==> config.mk <==
export PLATFORM = sky130hd
export DESIGN_NAME = head_seek_ctrl
export DESIGN_NICKNAME = d
export VERILOG_FILES = /design/src/rtl/hs_pkg.sv /design/src/rtl/hs_rst_sync.sv /design/src/rtl/hs_step_pulser.sv /design/src/rtl/hs_index_strobe.sv /design/src/rtl/head_seek_ctrl.sv
export SDC_FILE = /design/constraint.sdc
export NUM_CORES = 1
export LEC_CHECK = 0
export ABC_AREA = 1
export BUFFER_PORTS_ARGS = -buffer_cell sky130_fd_sc_hd__clkbuf_2
export CAP_MARGIN = 20
export CORE_MARGIN = 5
export CORE_UTILIZATION = 37
export CTS_CLUSTER_SIZE = 20
export DETAILED_ROUTE_END_ITERATION = 10
export GPL_ROUTABILITY_DRIVEN = 0
export HOLD_SLACK_MARGIN = 0.08
export PLACE_DENSITY = 0.55
export REMOVE_ABC_BUFFERS = 1
export SKIP_LAST_GASP = 1
export SLEW_MARGIN = 20
export SYNTH_ARGS = -nofsm -noshare
export SYNTH_HDL_FRONTEND = slang
export SYNTH_HIERARCHICAL = 1
export SYNTH_SLANG_ARGS = --single-unit
==> constraint.sdc <==
create_clock -name clk_i -period 3.5 [get_ports clk_i]
set_clock_uncertainty 0.1 [all_clocks]
set_input_delay 0.175 -clock clk_i [delete_from_list [all_inputs] [get_ports clk_i]]
set_output_delay 0.175 -clock clk_i [all_outputs]
set_load 0.05 [all_outputs]
==> src/rtl/hs_pkg.sv <==
`timescale 1ns/1ps
package hs_pkg;
  typedef enum logic [2:0] {
    SK_RCHK,
    SK_RWAIT,
    SK_IDLE,
    SK_MOVE,
    SK_SWAIT,
    SK_SETTLE,
    SK_LOAD,
    SK_ALIGN
  } seek_st_t;
endpackage

==> src/rtl/hs_rst_sync.sv <==
`timescale 1ns/1ps
module hs_rst_sync (
  input  logic clk_i,
  input  logic arst_ni,
  output logic rst_no
);
  logic meta_q;

  always_ff @(posedge clk_i or negedge arst_ni) begin
    if (!arst_ni) begin
      meta_q <= 1'b0;
      rst_no <= 1'b0;
    end else begin
      meta_q <= 1'b1;
      rst_no <= meta_q;
    end
  end
endmodule

==> src/rtl/hs_step_pulser.sv <==
`timescale 1ns/1ps
module hs_step_pulser #(
  parameter int HI_CLKS  = 4,
  parameter int GAP_CLKS = 8
) (
  input  logic clk_i,
  input  logic rst_ni,
  input  logic fire_i,
  input  logic dir_i,
  output logic step_o,
  output logic dir_o,
  output logic active_o
);
  localparam int MAXC = (HI_CLKS > GAP_CLKS) ? HI_CLKS : GAP_CLKS;
  localparam int CW   = $clog2(MAXC + 1);

  logic          step_q, step_n;
  logic          act_q, act_n;
  logic          dir_q, dir_n;
  logic [CW-1:0] cnt_q, cnt_n;

  always_comb begin
    step_n = step_q;
    act_n  = act_q;
    dir_n  = dir_q;
    cnt_n  = cnt_q;
    if (fire_i) begin
      step_n = 1'b1;
      act_n  = 1'b1;
      dir_n  = dir_i;
      cnt_n  = CW'(HI_CLKS - 1);
    end else if (act_q) begin
      if (cnt_q != '0) begin
        cnt_n = cnt_q - CW'(1);
      end else if (step_q) begin
        step_n = 1'b0;
        cnt_n  = CW'(GAP_CLKS - 1);
      end else begin
        act_n = 1'b0;
      end
    end
  end

  always_ff @(posedge clk_i or negedge rst_ni) begin
    if (!rst_ni) begin
      step_q <= 1'b0;
      act_q  <= 1'b0;
      dir_q  <= 1'b0;
      cnt_q  <= '0;
    end else begin
      step_q <= step_n;
      act_q  <= act_n;
      dir_q  <= dir_n;
      cnt_q  <= cnt_n;
    end
  end

  assign step_o   = step_q;
  assign dir_o    = dir_q;
  assign active_o = act_q;
endmodule

==> src/rtl/hs_index_strobe.sv <==
`timescale 1ns/1ps
module hs_index_strobe (
  input  logic clk_i,
  input  logic rst_ni,
  input  logic index_i,
  output logic sot_o
);
  logic prev_q, sot_q;

  always_ff @(posedge clk_i or negedge rst_ni) begin
    if (!rst_ni) begin
      prev_q <= 1'b0;
      sot_q  <= 1'b0;
    end else begin
      prev_q <= index_i;
      sot_q  <= index_i & ~prev_q;
    end
  end

  assign sot_o = sot_q;
endmodule

==> src/rtl/head_seek_ctrl.sv <==
`timescale 1ns/1ps
module head_seek_ctrl
  import hs_pkg::*;
#(
  parameter int TRACKS      = 77,
  parameter int TRK_W       = $clog2(TRACKS),
  parameter int STEP_HI     = 4,
  parameter int STEP_GAP    = 8,
  parameter int SETTLE_CLKS = 20,
  parameter int LOAD_CLKS   = 16,
  parameter int RESTORE_LIM = 80
) (
  input  logic             clk_i,
  input  logic             rst_ni,
  input  logic             seek_req_i,
  input  logic [TRK_W-1:0] target_i,
  input  logic             trk0_i,
  input  logic             index_i,
  input  logic             head_ack_i,
  output logic             step_o,
  output logic             dir_o,
  output logic             head_load_o,
  output logic             busy_o,
  output logic             done_o,
  output logic             sot_o,
  output logic             range_err_o,
  output logic             restore_err_o
);
  localparam int TMR_MAX = (SETTLE_CLKS > LOAD_CLKS) ? SETTLE_CLKS : LOAD_CLKS;
  localparam int TMR_W   = $clog2(TMR_MAX + 1);
  localparam int RC_W    = $clog2(RESTORE_LIM + 1);
  localparam logic [TRK_W-1:0] LAST_TRK = TRK_W'(TRACKS - 1);

  logic             rst_n;
  seek_st_t         st_q, st_n;
  logic [TRK_W-1:0] cur_q, cur_n, tgt_q, tgt_n;
  logic             moved_q, moved_n;
  logic [TMR_W-1:0] tmr_q, tmr_n;
  logic [RC_W-1:0]  rcnt_q, rcnt_n;
  logic             rerr_q, rerr_n, serr_q, serr_n, done_q, done_n;
  logic             fire, fire_dir, pulse_act, sot;

  hs_rst_sync u_rst_sync (
    .clk_i   (clk_i),
    .arst_ni (rst_ni),
    .rst_no  (rst_n)
  );

  hs_step_pulser #(
    .HI_CLKS  (STEP_HI),
    .GAP_CLKS (STEP_GAP)
  ) u_pulser (
    .clk_i    (clk_i),
    .rst_ni   (rst_n),
    .fire_i   (fire),
    .dir_i    (fire_dir),
    .step_o   (step_o),
    .dir_o    (dir_o),
    .active_o (pulse_act)
  );

  hs_index_strobe u_index (
    .clk_i   (clk_i),
    .rst_ni  (rst_n),
    .index_i (index_i),
    .sot_o   (sot)
  );

  always_comb begin
    st_n     = st_q;
    cur_n    = cur_q;
    tgt_n    = tgt_q;
    moved_n  = moved_q;
    tmr_n    = tmr_q;
    rcnt_n   = rcnt_q;
    rerr_n   = rerr_q;
    serr_n   = serr_q;
    done_n   = 1'b0;
    fire     = 1'b0;
    fire_dir = 1'b0;
    unique case (st_q)
      SK_RCHK: begin
        if (trk0_i) begin
          cur_n = '0;
          st_n  = SK_IDLE;
        end else if (rcnt_q == RC_W'(RESTORE_LIM)) begin
          rerr_n = 1'b1;
          st_n   = SK_IDLE;
        end else begin
          fire   = 1'b1;
          rcnt_n = rcnt_q + RC_W'(1);
          st_n   = SK_RWAIT;
        end
      end
      SK_RWAIT: if (!pulse_act) st_n = SK_RCHK;
      SK_IDLE: begin
        if (seek_req_i && !rerr_q) begin
          if (target_i > LAST_TRK) begin
            serr_n = 1'b1;
          end else begin
            serr_n  = 1'b0;
            tgt_n   = target_i;
            moved_n = 1'b0;
            st_n    = SK_MOVE;
          end
        end
      end
      SK_MOVE: begin
        tmr_n = '0;
        if (cur_q == tgt_q) begin
          st_n = moved_q ? SK_SETTLE : SK_LOAD;
        end else begin
          fire     = 1'b1;
          fire_dir = (tgt_q > cur_q);
          cur_n    = (tgt_q > cur_q) ? cur_q + TRK_W'(1) : cur_q - TRK_W'(1);
          moved_n  = 1'b1;
          st_n     = SK_SWAIT;
        end
      end
      SK_SWAIT: if (!pulse_act) st_n = SK_MOVE;
      SK_SETTLE: begin
        if (tmr_q == TMR_W'(SETTLE_CLKS - 1)) begin
          tmr_n = '0;
          st_n  = SK_LOAD;
        end else begin
          tmr_n = tmr_q + TMR_W'(1);
        end
      end
      SK_LOAD: begin
        if (!head_ack_i) begin
          tmr_n = '0;
        end else if (tmr_q == TMR_W'(LOAD_CLKS - 1)) begin
          tmr_n = '0;
          st_n  = SK_ALIGN;
        end else begin
          tmr_n = tmr_q + TMR_W'(1);
        end
      end
      SK_ALIGN: begin
        if (sot) begin
          done_n = 1'b1;
          st_n   = SK_IDLE;
        end
      end
      default: st_n = SK_RCHK;
    endcase
  end

  always_ff @(posedge clk_i or negedge rst_n) begin
    if (!rst_n) begin
      st_q    <= SK_RCHK;
      cur_q   <= '0;
      tgt_q   <= '0;
      moved_q <= 1'b0;
      tmr_q   <= '0;
      rcnt_q  <= '0;
      rerr_q  <= 1'b0;
      serr_q  <= 1'b0;
      done_q  <= 1'b0;
    end else begin
      st_q    <= st_n;
      cur_q   <= cur_n;
      tgt_q   <= tgt_n;
      moved_q <= moved_n;
      tmr_q   <= tmr_n;
      rcnt_q  <= rcnt_n;
      rerr_q  <= rerr_n;
      serr_q  <= serr_n;
      done_q  <= done_n;
    end
  end

  assign busy_o        = (st_q != SK_IDLE);
  assign head_load_o   = (st_q == SK_LOAD) || (st_q == SK_ALIGN);
  assign done_o        = done_q;
  assign sot_o         = sot;
  assign range_err_o   = serr_q;
  assign restore_err_o = rerr_q;
endmodule

==> metrics.txt <==
# TYPE chip_impl_metric gauge
chip_impl_metric{name="finalNetCount",unit=""} 389
chip_impl_metric{name="synth_warnings",unit=""} 6
chip_impl_info{name="classification_of_the_worst_slack_hold_path",value="primary input to register"} 1
chip_impl_metric{name="holdWs",unit="ns"} 0.117
chip_impl_metric{name="dr_total_vias",unit=""} 2051
chip_impl_metric{name="antennaDiodeCount",unit=""} 0
chip_impl_metric{name="grt_start_max_net_pins",unit=""} 43
chip_impl_metric{name="synth_area",unit="um^2"} 2610
chip_impl_metric{name="fin_total_pwr",unit="mW"} 2.73
chip_impl_metric{name="fp.dieH",unit="um"} 94.0
chip_impl_metric{name="placed_cells",unit=""} 435
chip_impl_metric{name="drive_gt1_frac",unit=""} 0.179
chip_impl_info{name="tritoncts",value="built"} 1
chip_impl_metric{name="first_pass_iters",unit=""} 4
chip_impl_metric{name="p_leak",unit="nW"} 1.55
chip_impl_metric{name="routed_wire_length_per_instance",unit="um"} 11.0
chip_impl_metric{name="clock_sinks",unit=""} 44
chip_impl_metric{name="tightest_slew",unit="ns"} 0.941
chip_impl_info{name="status",value="finished clean"} 1
chip_impl_info{name="crit_path_start_kind",value="register"} 1
chip_impl_metric{name="seq_area_frac_synth",unit=""} 0.421
chip_impl_metric{name="clock_pin_slew_on_the_worst_setup_and_hold_paths",unit="ns"} 0.09
chip_impl_metric{name="ir_drop",unit="V"} 0.000470
chip_impl_info{name="crit_type",value="register to register"} 1
chip_impl_metric{name="postSynthAreaPerCell",unit="um^2"} 8.19
chip_impl_metric{name="grt_overflow_total",unit=""} 0
chip_impl_metric{name="initial_util",unit=""} 0.382
chip_impl_info{name="crit_slowest_cell",value="sky130_fd_sc_hd__dfrtp_1"} 1
chip_impl_metric{name="simple_gate_share_of_the_synthesized_area",unit=""} 0.271
chip_impl_metric{name="routed_via_density",unit=""} 4.52
chip_impl_metric{name="post-route-period-util",unit=""} 0.782
chip_impl_metric{name="global_route_usage_sum",unit=""} 0.128
chip_impl_metric{name="route.antenna.remaining_nets",unit=""} 0
chip_impl_metric{name="timing.final.max_slew_violations",unit=""} 0
chip_impl_info{name="crit_chain",value="inv_1 -> ha_1 -> nand2_1 -> nor2_1 -> nand4_2 -> nand2_1 -> ha_1 -> a21oi_1 -> o21ai_0 -> a21oi_1 -> nand3_1 -> nand3_1 -> nand2_1"} 1
chip_impl_metric{name="clk_latency",unit="ns"} 0.30
chip_impl_metric{name="design.portCount",unit=""} 21
chip_impl_metric{name="cts-root-to-sink-buffers",unit=""} 2
chip_impl_metric{name="synthAdderAreaFrac",unit=""} 0.0939
chip_impl_info{name="path_delay_family",value="simple AND/OR/NAND/NOR gates"} 1
chip_impl_metric{name="worst_case_headroom_to_the_max_slew_limit",unit=""} 0.373
chip_impl_metric{name="drt-total-wl",unit="mm"} 5.01
chip_impl_metric{name="die_width",unit="um"} 94.0
chip_impl_metric{name="grt_antenna_before_repair",unit=""} 0
chip_impl_metric{name="critical_path_arrival",unit="ns"} 2.83
chip_impl_metric{name="crit_path_max_incr_delay",unit="ns"} 0.39
chip_impl_metric{name="postCtsResizedCells",unit=""} 0
chip_impl_metric{name="final-setup-viol-count",unit=""} 0
chip_impl_info{name="cts_root_buffer",value="sky130_fd_sc_hd__clkbuf_8"} 1
chip_impl_metric{name="placement.setup.worst_slack",unit="ns"} 0.780
chip_impl_metric{name="place.port_buffers",unit=""} 20
chip_impl_metric{name="max_freq",unit="MHz"} 365
chip_impl_metric{name="worst-path-max-fanout",unit=""} 9
chip_impl_metric{name="synth.mux.area_fraction",unit=""} 0.00431
chip_impl_metric{name="number_of_register_bits_inferred_by_synthesis",unit=""} 44
chip_impl_metric{name="grt_pass1_wl",unit="mm"} 9.05
chip_impl_metric{name="grt_pass1_vias",unit=""} 1973
chip_impl_metric{name="clock_tree.htree_level_count",unit=""} 2
chip_impl_metric{name="dp_hpwl",unit="mm"} 3.76
chip_impl_metric{name="synthCells",unit=""} 319
chip_impl_info{name="largest_family_of_logic_cells_by_synthesized_area",value="simple AND/OR/NAND/NOR gates"} 1
chip_impl_metric{name="final-instance-count-excl-fill",unit=""} 454
chip_impl_info{name="critical-path-top-cell-by-count",value="sky130_fd_sc_hd__nand2_1"} 1
chip_impl_metric{name="min_cycle_time_layout",unit="ns"} 2.74
chip_impl_metric{name="post_synth_xor_area_fraction",unit=""} 0.0235
chip_impl_metric{name="fin_setup_tns",unit="ns"} 0
chip_impl_metric{name="power_density",unit="nW/um^2"} 893
chip_impl_metric{name="cap_viol_max_count",unit=""} 0
chip_impl_metric{name="finalWorstSetupSlack",unit="ns"} 0.762
chip_impl_metric{name="synthToLayoutAreaGrowth",unit="%"} 17.1
chip_impl_metric{name="tritoncts.num_buffers",unit=""} 5
chip_impl_metric{name="dr.first_iter.drc_count",unit=""} 70
chip_impl_metric{name="post-route-drc-count",unit=""} 0
chip_impl_metric{name="synth-compound-area-share",unit=""} 0.107
chip_impl_metric{name="critPathBufInv",unit=""} 1
chip_impl_metric{name="fp.dieArea",unit="um^2"} 8840
chip_impl_metric{name="placement_rows",unit=""} 30
chip_impl_info{name="grt_setup_unrepaired",value="no"} 1
chip_impl_metric{name="placeableCoreArea",unit="um^2"} 6830
chip_impl_metric{name="critical_path_required",unit="ns"} 3.59
chip_impl_metric{name="ys_types",unit=""} 40
chip_impl_metric{name="timing.final.hold_violations",unit=""} 0
chip_impl_info{name="critPathCaptureType",value="register"} 1
-- layout make-up --
type,count,area [um^2]
inverter,54,203
clock buffer,5,68.8
sequential,44,1100
clock inverter,3,46.3
multi-input combinational,221,1310
timing repair buffer,31,210
tap,96,120
fill,714,3770
-- cell families after synthesis --
group                      Yosys count
other                                1
xor gates and xnor gates             7
adders and majority gates           19
and+or+nand+nor                    146
DFF                                 44
buffers and inverters               54
muxes                                1
AOI/OAI and AO/OA                   47
-- worst min-delay path, cell delays in order --
cell and delay (ns):
sky130_fd_sc_hd__clkbuf_2 0.12, sky130_fd_sc_hd__nor2_4 0.06, sky130_fd_sc_hd__inv_1 0.05, sky130_fd_sc_hd__o21bai_1 0.07
-- report_power, final --
part / switching (mW) / internal [mW] / leakage, nW
registers: 0.157 / 0.689 / 0.542
logic: 0.950 / 0.533 / 0.950
clock network: 0.187 / 0.215 / 0.0548
total: 1.29 / 1.44 / 1.55
-- metrics by stage --
step | area (um^2) | util
2_1_floorplan | 2610 | -
3_3_place_gp | 2830 | 0.415
3_5_place_dp | 2830 | 0.415
4_1_cts | 3060 | 0.448
5_1_grt | 3060 | 0.448
6_report | 3060 | 0.448
-- Yosys cell counts (all sizes together) --
master   number  area share
a21oi        16       0.035
a22o          1      0.0034
a22oi         1      0.0029
a31oi         1      0.0024
and2          1      0.0034
clkinv        1      0.0014
conb          1      0.0014
dfrtp        44        0.42
fa            1      0.0077
ha           18       0.086
inv          53       0.076
mux2          1      0.0043
nand2        76        0.12
nand3        22       0.048
nand3b        2      0.0057
nand4         4       0.012
nor2         34       0.058
nor3          5       0.020
o211ai        1      0.0029
o21ai        22       0.046
o21bai        1      0.0029
o221ai        1      0.0034
o22ai         2      0.0048
o2bb2ai       1      0.0034
or2           2      0.0057
xnor2         1      0.0034
xor2          6       0.020
-- flip-flops by register name, summed over array words and instances, names as in the netlist, 3 cells and up --
| register | cells |
|---|---|
| cur_q | 7 |
| rcnt_q | 7 |
| tgt_q | 7 |
| tmr_q | 5 |
| u_pulser/cnt_q | 4 |
| st_q | 3 |
-- layer usage --
layer | routed length (um) | global-route usage | part of all wire
met1 | 2550 | 0.183 | 0.51
met2 | 2270 | 0.192 | 0.45
met3 | 119 | 0.0288 | 0.024
met4 | 74 | 0.0385 | 0.015
met5 | 0 | 0 | 0
-- final timing paths --
check / startpoint / to / slack (ns) / cells past startpoint
min reg2reg: u_rst_sync/meta_q / u_rst_sync/rst_no / 0.26 / 0
max in group asynchronous: u_rst_sync/rst_no / cur_q[1] / 2.39 / 0
max reg2reg: cur_q[6] / cur_q[6] / 0.76 / 13
min in group asynchronous: u_rst_sync/rst_no / tgt_q[0] / 0.33 / 0
min: trk0_i / restore_err_o / 0.12 / 4
max: cur_q[6] / cur_q[6] / 0.76 / 13
-- what timing repair did --
item / in CTS / in global routing
setup buffers: 0 / 0
hold buffers: 11 / 0
hold endpoints to repair: 12 / 0
-- layout by cell type (no fill, tap or decap), drive strengths merged, types with 2 or more instances in the layout --
cell | Yosys | layout
nand3 | 22 | 22
inv | 53 | 54
nor2 | 34 | 34
or2 | 2 | 2
o21ai | 22 | 22
nand3b | 2 | 2
o22ai | 2 | 2
nor3 | 5 | 5
nand4 | 4 | 4
dlygate4sd3 | 0 | 11
a21oi | 16 | 16
clkbuf | 0 | 25
nand2 | 76 | 76
xor2 | 6 | 6
dfrtp | 44 | 44
ha | 18 | 18
Power figures use the tool's default switching activity.
